### src/rtl/mdio_host_ctrl.sv
module mdio_host_ctrl #(
  parameter logic [7:0] DIV_RST = 8'd0
) (
  input  logic        clk,
  input  logic        rst_n,
  input  logic        bus_wr,
  input  logic [5:0]  bus_addr,
  input  logic [31:0] bus_wdata,
  output logic [31:0] bus_rdata,
  output logic        mdc,
  output logic        mdio_o,
  output logic        mdio_oe,
  input  logic        mdio_i
);
  localparam logic [5:0] OFF_CFG = 6'h30;
  localparam logic [5:0] OFF_CMD = 6'h34;
  localparam logic [5:0] OFF_DAT = 6'h38;
  localparam logic [5:0] OFF_ADR = 6'h3C;
  localparam int         PRE_LEN = 32;
  localparam int         FRM_LEN = 32;
  localparam int         SH_LEN  = PRE_LEN + FRM_LEN;

  logic        busy, rd_err, c45, mdc_q, rd_op, ta_ok;
  logic        pre_dis, scan_en, post_inc;
  logic [7:0]  div, cnt;
  logic [4:0]  dev, port;
  logic [15:0] data_q, addr_q, rx;
  logic [SH_LEN-1:0] sh;
  logic [6:0]  left;

  logic        unused_hi;
  assign unused_hi = ^bus_wdata[31:16];

  wire wr_ok  = bus_wr && !busy;
  wire go_rd  = wr_ok && bus_addr == OFF_CMD && bus_wdata[15];
  wire go_wr  = wr_ok && bus_addr == OFF_DAT;
  wire go_adr = wr_ok && bus_addr == OFF_ADR && c45;
  wire go     = go_rd || go_wr || go_adr;

  wire       f_pre  = go_rd ? bus_wdata[10] : pre_dis;
  wire       f_pinc = go_rd ? bus_wdata[14] : post_inc;
  wire [4:0] f_port = go_rd ? bus_wdata[9:5] : port;
  wire [4:0] f_dev  = go_rd ? bus_wdata[4:0] : dev;
  logic [1:0] f_op;
  always_comb begin
    if (go_rd)       f_op = c45 ? (f_pinc ? 2'b10 : 2'b11) : 2'b10;
    else if (go_adr) f_op = 2'b00;
    else             f_op = 2'b01;
  end
  wire [FRM_LEN-1:0] frame = {1'b0, !c45, f_op, f_port, f_dev, 2'b10, bus_wdata[15:0]};

  always_ff @(posedge clk) begin
    if (!rst_n) begin
      busy <= 1'b0; rd_err <= 1'b0; c45 <= 1'b0; mdc_q <= 1'b0; rd_op <= 1'b0;
      ta_ok <= 1'b0; pre_dis <= 1'b0; scan_en <= 1'b0; post_inc <= 1'b0;
      div <= DIV_RST; cnt <= '0; dev <= '0; port <= '0;
      data_q <= '0; addr_q <= '0; rx <= '0; sh <= '0; left <= '0;
    end else begin
      if (wr_ok) begin
        case (bus_addr)
          OFF_CFG: begin div <= bus_wdata[15:8]; c45 <= bus_wdata[6]; end
          OFF_CMD: begin
            dev <= bus_wdata[4:0]; port <= bus_wdata[9:5];
            pre_dis <= bus_wdata[10]; scan_en <= bus_wdata[11]; post_inc <= bus_wdata[14];
          end
          OFF_DAT: data_q <= bus_wdata[15:0];
          OFF_ADR: addr_q <= bus_wdata[15:0];
          default: ;
        endcase
      end
      if (go) begin
        busy  <= 1'b1;
        mdc_q <= 1'b0;
        cnt   <= '0;
        sh    <= f_pre ? {frame, {PRE_LEN{1'b0}}} : {{PRE_LEN{1'b1}}, frame};
        left  <= f_pre ? 7'(FRM_LEN) : 7'(SH_LEN);
        rd_op <= go_rd;
        ta_ok <= 1'b0;
        if (go_rd) rd_err <= 1'b0;
      end else if (busy) begin
        if (cnt == div) begin
          cnt   <= '0;
          mdc_q <= !mdc_q;
          if (!mdc_q) begin
            if (rd_op && left == 7'd17) ta_ok <= !mdio_i;
            if (rd_op && left <= 7'd16) rx <= {rx[14:0], mdio_i};
          end else if (left == 7'd1) begin
            busy <= 1'b0;
            if (rd_op) begin
              data_q <= ta_ok ? rx : 16'hFFFF;
              rd_err <= !ta_ok;
            end
          end else begin
            sh   <= {sh[SH_LEN-2:0], 1'b0};
            left <= left - 7'd1;
          end
        end else begin
          cnt <= cnt + 8'd1;
        end
      end
    end
  end

  assign mdc     = mdc_q;
  assign mdio_o  = sh[SH_LEN-1];
  assign mdio_oe = busy && !(rd_op && left <= 7'd18);

  always_comb begin
    case (bus_addr)
      OFF_CFG: bus_rdata = {16'h0, div, 1'b0, c45, 4'h0, rd_err, busy};
      OFF_CMD: bus_rdata = {16'h0, 1'b0, post_inc, 2'b00, scan_en, pre_dis, port, dev};
      OFF_DAT: bus_rdata = {busy, 15'h0, data_q};
      OFF_ADR: bus_rdata = {16'h0, addr_q};
      default: bus_rdata = 32'h0;
    endcase
  end
endmodule

### config.mk
export PLATFORM = sky130hd
export DESIGN_NAME = mdio_host_ctrl
export DESIGN_NICKNAME = d
export VERILOG_FILES = /design/src/rtl/mdio_host_ctrl.sv
export SDC_FILE = /design/constraint.sdc
export NUM_CORES = 1
export LEC_CHECK = 0
export BUFFER_PORTS_ARGS = -buffer_cell sky130_fd_sc_hd__buf_2
export CAP_MARGIN = 10
export CORE_MARGIN = 3
export CORE_UTILIZATION = 36
export DETAILED_ROUTE_END_ITERATION = 16
export HOLD_SLACK_MARGIN = 0.02
export PLACE_DENSITY = 0.63
export SLEW_MARGIN = 20
export SYNTH_ARGS = -nofsm -noshare
export SYNTH_HDL_FRONTEND = slang
export SYNTH_SLANG_ARGS = --single-unit
### constraint.sdc
create_clock -name clk -period 1.9 [get_ports clk]
set_input_delay 0.095 -clock clk [delete_from_list [all_inputs] [get_ports clk]]
set_output_delay 0.095 -clock clk [all_outputs]
set_load 0.01 [all_outputs]
# Word level (Yosys, flattened, before mapping)
# Cells that the tools add are included.
# classes
add_sub_neg,2
n_lt_le_gt_ge,2
n_eq_ne,9
mux,43
bitwise,3
reduce_logical,32
# ops
operator,n
$mux 64,6
$mux 16,9
$pmux 32 s4,1
$mux 7,6
$eq 6x6->1 const B,4
$mux 1,17
$le 7x5->1 const B,2
$logic_and 1x1->1,10
$mux 5,2
$reduce_bool 2->1,5
$add 8x1->8 const B,1
$eq 8x8->1,1
$mux 8,1
$reduce_and 2->1,4
$reduce_and 4->1,2
$eq 7x1->1 const B,1
$eq 7x5->1 const B,1
$sub 7x1->7 const B,1
$logic_not 1->1,6
$reduce_and 6->1,1
$reduce_and 5->1,1
$ne 2x2->1 const B,2
$not 1->1,3
$logic_or 1x1->1,2
other kinds (2),2
# totals
regBits,154
input_bits,42
output_inout_bits,35
elab_cells,109

# Depth between registers and ports, before layout
# depth
depth_word,10
mapped_depth,10
mapped_depth_nobuf,7

# Worst setup path after synthesis
# Ideal clock, no wire load.
# synth_timing
path_type,register to register
start,reg left[1]
end,reg sh[61]
setup_time_ns,0.074
t_arrival_ns,1.830
t_required_ns,1.826
setup_slack_ns,-0.005
path_stages_with_launch,11
n_path_buf,3
synth_period_minus_slack_ns,1.905
cell_sequence,dfxtp_1 inv_1 ha_1 nor4b_2 nand2_1 and2_1 clkbuf_1 buf_2 buf_2 nand3_1 a31oi_1
# synth_via
elab_chain_len,3
# synth_rtl
item,line_no,source
"start, declared",29,logic [6:0] left;
"start signal, assigned",76,left <= f_pre ? 7'(FRM_LEN) : 7'(SH_LEN);
"start signal, assigned",95,left <= left - 7'd1;
$eq 7x1->1,87,end else if (left == 7'd1) begin
$ne 2x2->1 (no source line),-,
$reduce_and 4->1 (no source line),-,
"end signal, assigned",75,"sh <= f_pre ? {frame, {PRE_LEN{1'b0}}} : {{PRE_LEN{1'b1}}, frame};"
"end signal, assigned",94,"sh <= {sh[SH_LEN-2:0], 1'b0};"
"end, declared",28,logic [SH_LEN-1:0] sh;
# Every way passes these cells.
# A chain may end at the register's enable or synchronous reset.

# Worst setup path after layout
# layout_timing
start,reg left[1]
end,reg data_q[3]
# layout_via
elab_chain_len,6
# layout_rtl
item,line_no,source
$eq 7x1->1,87,
$mux 16,87,
$mux 16,84,if (!mdc_q) begin
$mux 16,81,if (cnt == div) begin
$mux 16,80,end else if (busy) begin
$mux 16,71,if (go) begin
"end signal, assigned",66,OFF_DAT: data_q <= bus_wdata[15:0];
"end signal, assigned",90,data_q <= ta_ok ? rx : 16'hFFFF;
"end, declared",27,"logic [15:0] data_q, addr_q, rx;"
# Every way passes these cells.

==> report_table.html <==
<table>
<tr><th>Metric</th><th>Value</th></tr>
<tr><th colspan="2">Routing</th></tr>
<tr><td>Average wire per cell in the routed design</td><td>approximately 18 um</td></tr>
<tr><td>First-pass iteration count of the detailed router</td><td>5</td></tr>
<tr><td>DR iter-0 viols</td><td>between 500 and 600</td></tr>
<tr><td>Count of antenna-violating nets left after detailed routing</td><td>0</td></tr>
<tr><td>Residual DRC</td><td>0</td></tr>
<tr><td>Overall routed net length</td><td>~23 mm</td></tr>
<tr><td>Ratio of routed vias to standard cells</td><td>around 5.6</td></tr>
<tr><td>Number of vias after detailed routing</td><td>about 7100</td></tr>
<tr><th colspan="2">Timing</th></tr>
<tr><td>Post-Route Setup TNS</td><td>0 ns</td></tr>
<tr><td>Fin Clk Skew</td><td>roughly 0.012 ns</td></tr>
<tr><td>Post-route clock period utilization</td><td>98.3%</td></tr>
<tr><td>Final-report hold violation count</td><td>0</td></tr>
<tr><td>Hold slack</td><td>about 0.15 ns</td></tr>
<tr><td>Fmax achieved</td><td>between 0.5 and 0.6 GHz</td></tr>
<tr><td>Final number of setup-violating endpoints</td><td>0</td></tr>
<tr><td>Minimum clock period after layout</td><td>about 1.9 ns</td></tr>
<tr><td>Setup repair after global routing missed its margin</td><td>true</td></tr>
<tr><td>Max-slew violations</td><td>0</td></tr>
<tr><th colspan="2">Clock tree</th></tr>
<tr><td>Root Buffer</td><td>sky130_fd_sc_hd__clkbuf_16</td></tr>
<tr><td>Clock transition at path regs</td><td>0.07 ns</td></tr>
<tr><td>Largest buffer count on any clock path</td><td>2</td></tr>
<tr><td>Clock net sink count</td><td>154</td></tr>
<tr><td>Clock buffer count from CTS</td><td>17</td></tr>
<tr><td>H-tree lvl count</td><td>4</td></tr>
<tr><td>Clk_lat worst skew</td><td>0.44 ns</td></tr>
<tr><td>CTS tree</td><td>done</td></tr>
<tr><th colspan="2">Min path</th></tr>
<tr><td>Worst hold start</td><td>bus_wdata[15]</td></tr>
<tr><td>Worst min-delay path endpoint</td><td>sh[15]$_SDFFE_PN0P_</td></tr>
<tr><td>Hold WC Path Type</td><td>in -&gt; reg</td></tr>
<tr><td>Hold Crit Depth</td><td>3</td></tr>
<tr><th colspan="2">Global routing</th></tr>
<tr><td>Total global-route track usage</td><td>about a fifth</td></tr>
<tr><td>Number of antenna violations at the first check in global routing</td><td>0</td></tr>
<tr><td>Via count of the first global-routing pass</td><td>~6700</td></tr>
<tr><td>Pin count of the biggest net entering global routing</td><td>55</td></tr>
<tr><td>Total grt overflow</td><td>0</td></tr>
<tr><td>Wire length of the first global-routing pass</td><td>~36 mm</td></tr>
<tr><th colspan="2">Synth</th></tr>
<tr><td>Number of synthesized flops with an enable pin</td><td>0</td></tr>
<tr><td>Synthesized netlist cell count</td><td>899</td></tr>
<tr><td>Mapped cell area</td><td>between 7000 and 8000 um^2</td></tr>
<tr><td>Share of Yosys cell area claimed by the top area cell type</td><td>between 30% and 40%</td></tr>
<tr><td>Yosys top cell by area</td><td>sky130_fd_sc_hd__dfxtp_1</td></tr>
<tr><td>Post-synthesis cell type count</td><td>66</td></tr>
<tr><td>Count of warnings emitted by yosys</td><td>0</td></tr>
<tr><td>Post-synthesis area per instance</td><td>8.86 um^2</td></tr>
<tr><td>Share of flip-flops with an asynchronous set or reset</td><td>0%</td></tr>
<tr><td>Post-synthesis sequential element count</td><td>~150</td></tr>
<tr><td>Top cells by area, synth</td><td>sky130_fd_sc_hd__dfxtp_1 (39%), sky130_fd_sc_hd__mux2i_1 (4.5%), sky130_fd_sc_hd__nand2_1 (4.2%)</td></tr>
<tr><td>Prevailing post-synth register cell</td><td>sky130_fd_sc_hd__dfxtp_1</td></tr>
<tr><td>Sequential fraction of the synthesis area</td><td>38.7%</td></tr>
<tr><th colspan="2">Die</th></tr>
<tr><td>Area of the core region</td><td>21400 um^2</td></tr>
<tr><td>Number of rows created at floorplan</td><td>53</td></tr>
<tr><td>Initial core utilization</td><td>a little under two fifths</td></tr>
<tr><td>Die height</td><td>155 um</td></tr>
<tr><td>Die extent in x</td><td>between 150 and 200 um</td></tr>
<tr><td>Area of the die</td><td>around 24000 um^2</td></tr>
<tr><td>Ports</td><td>77</td></tr>
<tr><th colspan="2">Final layout</th></tr>
<tr><td>Non-filler cells in the finished layout</td><td>approximately 1300</td></tr>
<tr><td>Area of the multi-input gates</td><td>between 4000 and 5000 um^2</td></tr>
<tr><td>Area occupied by registers</td><td>3100 um^2</td></tr>
<tr><td>Antenna diodes</td><td>0</td></tr>
<tr><td>Share of post-route cells with drive strength above 1</td><td>between 20% and 30%</td></tr>
<tr><td>Layout Cell Area excl Fill</td><td>9910 um^2</td></tr>
<tr><td>Layout fillers</td><td>2021</td></tr>
<tr><td>Number of nets at the end of the flow</td><td>roughly 1000</td></tr>
<tr><td>Layout overhead on the synthesized area</td><td>24.5%</td></tr>
<tr><th colspan="2">Worst setup path</th></tr>
<tr><td>Endpoint class of the critical path</td><td>flip-flop</td></tr>
<tr><td>Cell with the biggest individual delay on the critical path</td><td>sky130_fd_sc_hd__dfxtp_2</td></tr>
<tr><td>Delay of the slowest critical-path stage</td><td>around 0.32 ns</td></tr>
<tr><td>Worst-case reg-to-reg path depth</td><td>9</td></tr>
<tr><td>Arrival @ worst endpoint</td><td>2.20 ns</td></tr>
<tr><td>Required time reported for the critical path endpoint</td><td>2.23 ns</td></tr>
<tr><td>Setup CP Type</td><td>reg -&gt; reg</td></tr>
<tr><td>Worst Path Max Fanout</td><td>15</td></tr>
<tr><td>Critical path startpoint category</td><td>flip-flop</td></tr>
<tr><td>Worst path cell trace</td><td>inv_2 &gt; ha_4 &gt; nor4b_4 &gt; nand4_1 &gt; nor4_4 &gt; buf_4 &gt; clkbuf_16 &gt; nand3b_1 &gt; o211a_1</td></tr>
<tr><td>Worst R2R Setup Slack</td><td>roughly 0.033 ns</td></tr>
<tr><td>Startpoint of the lowest-slack register-to-register path</td><td>left[1]$_SDFFE_PN0P_</td></tr>
<tr><td>Worst R2R End</td><td>data_q[3]$_SDFF_PN0_</td></tr>
<tr><th colspan="2">Placed design</th></tr>
<tr><td>Placed cells</td><td>1209</td></tr>
<tr><td>Weighted congestion reported at the end of routability-driven placement</td><td>~0.84</td></tr>
<tr><td>Number of buffer cells added on primary ports</td><td>45</td></tr>
<tr><td>Final HPWL DP</td><td>around 15 mm</td></tr>
<tr><td>Placed cell area</td><td>around 8900 um^2</td></tr>
<tr><th colspan="2">Power</th></tr>
<tr><td>Leakage power total</td><td>about 4.0 nW</td></tr>
<tr><td>Power Total</td><td>roughly 7.1 mW</td></tr>
<tr><td>Power per cell area</td><td>718 nW/um^2</td></tr>
<tr><td>Maximum vdd ir drop</td><td>about 550 uV</td></tr>
<tr><th colspan="2">Job</th></tr>
<tr><td>Total of max-cap violations</td><td>0</td></tr>
<tr><th colspan="2">Status</th></tr>
<tr><td>Run status</td><td>finished clean</td></tr>
</table>
## layout make-up
| class | instances | area share (%) |
|---|---|---|
| clock inverters | 12 | 1.31 |
| inverters | 13 | 0.492 |
| flip-flops and latches | 154 | 31.3 |
| repair buffers | 142 | 13.1 |
| multi-input cells | 650 | 45.7 |
| well taps | 275 | 3.47 |
| clock buffers | 20 | 4.61 |
## cell usage after synthesis, drive strengths merged, types with 21 or more instances
| library cell | instances |
|---|---|
| nor3b | 21 |
| nand3 | 29 |
| mux2 | 22 |
| buf | 61 |
| a31oi | 28 |
| o211a | 25 |
| nor3 | 31 |
| o21ai | 46 |
| a21oi | 38 |
| nand2 | 92 |
| o31ai | 21 |
| clkbuf | 36 |
| mux2i | 36 |
| nor2 | 90 |
| dfxtp | 154 |
## power by group
part	switching, mW	internal (mW)
combinational	0.277	0.166
sequential	0.0141	3.25
clock	1.49	1.91
total	1.78	5.33
## layout by cell type (no fill, tap or decap), drive strengths merged, types with 4 or more instances in the layout
master,synthesis,layout
nor3,31,31
nor4,6,6
o211a,25,25
dlygate4sd3,0,15
and3,4,4
or3,5,5
buf,61,124
a31oi,28,28
nor3b,21,21
dfxtp,154,154
nor2b,10,10
nor2,90,90
a22oi,12,12
mux2i,36,36
a221oi,15,15
o21ai,46,47
nand3b,19,19
mux4,8,8
mux2,22,22
ha,4,4
a21oi,38,38
a211oi,18,18
nand2,92,92
nand4,6,6
o31ai,21,21
nand3,29,29
inv,13,19
conb,1,15
clkinv,0,4
xnor2,13,13
clkbuf,36,23
## state kept, by name, summed over array words and instances, names as in the netlist
register and flops:
addr_q 16, busy 1, c45 1, cnt 8, data_q 16, dev 5, div 8, left 7
mdc 1, port 5, post_inc 1, pre_dis 1, rd_err 1, rd_op 1, rx 16, scan_en 1
sh 64, ta_ok 1
## metal layers
layer | vias to the layer above | global-route usage [%] | wire [um]
met5 | - | 0 | 0
met4 | 0 | 6.81 | 580
met3 | 31 | 4.39 | 1260
met2 | 206 | 30.7 | 11100
met1 | 3488 | 24.0 | 10300
li1 | 3405 | - | -
## through the flow
stage,utilization [%],setup WS (ns)
floorplan,-,0.0772
global placement,41.5,0.00200
detailed placement,41.5,-0.0286
CTS,45.0,-0.00603
global route,46.4,-0.0401
finish,46.4,0.0329
## how the worst max path moves through the flow
| stage | depth (start not counted) | slack, ns | end | from |
|---|---|---|---|---|
| floorplan | 6 | 0.08 | sh[24]$_SDFFE_PN0P_ | busy$_SDFF_PN0_ |
| global placement | 6 | 0.002 | sh[60]$_SDFFE_PN0P_ | bus_addr[0] |
| detailed placement | 9 | -0.03 | sh[60]$_SDFFE_PN0P_ | left[1]$_SDFFE_PN0P_ |
| CTS | 6 | -0.006 | sh[47]$_SDFFE_PN0P_ | busy$_SDFF_PN0_ |
| global route | 9 | -0.04 | data_q[4]$_SDFF_PN0_ | left[1]$_SDFFE_PN0P_ |
| finish | 9 | 0.03 | data_q[3]$_SDFF_PN0_ | left[1]$_SDFFE_PN0P_ |
## worst max-delay path, delay by kind of cell, from the launching register on
family	cells	cell delay, ns
AND/OR/NAND/NOR	4	0.73
flip-flops	1	0.32
adder cells (fa/ha/maj)	1	0.12
buffers and inverters	3	0.47
AO/OA/AOI/OAI	1	0.13
## cells by family after synthesis
group                      count (synthesis)  synth area share (%)
buffers and inverters                    110                  7.08
xor gates and xnor gates                  16                  1.76
DFF                                      154                  38.7
AOI/OAI and AO/OA                        218                  20.6
muxes                                     66                  9.90
and+or+nand+nor                          330                  21.2
adders and majority gates                  4                 0.628
other                                      1                0.0471
## repair_timing
item / 4_1_cts / 5_1_grt
setup buffers: 0 / 4
endpoints found under the hold margin: 27 / 0
gates cloned: 0 / 6
endpoints found under the setup margin: 23 / 67
pin swaps: 0 / 8
resized for setup: 1 / 51
hold buffers: 15 / 0
Note: power is estimated with default switching activity, not from simulation.
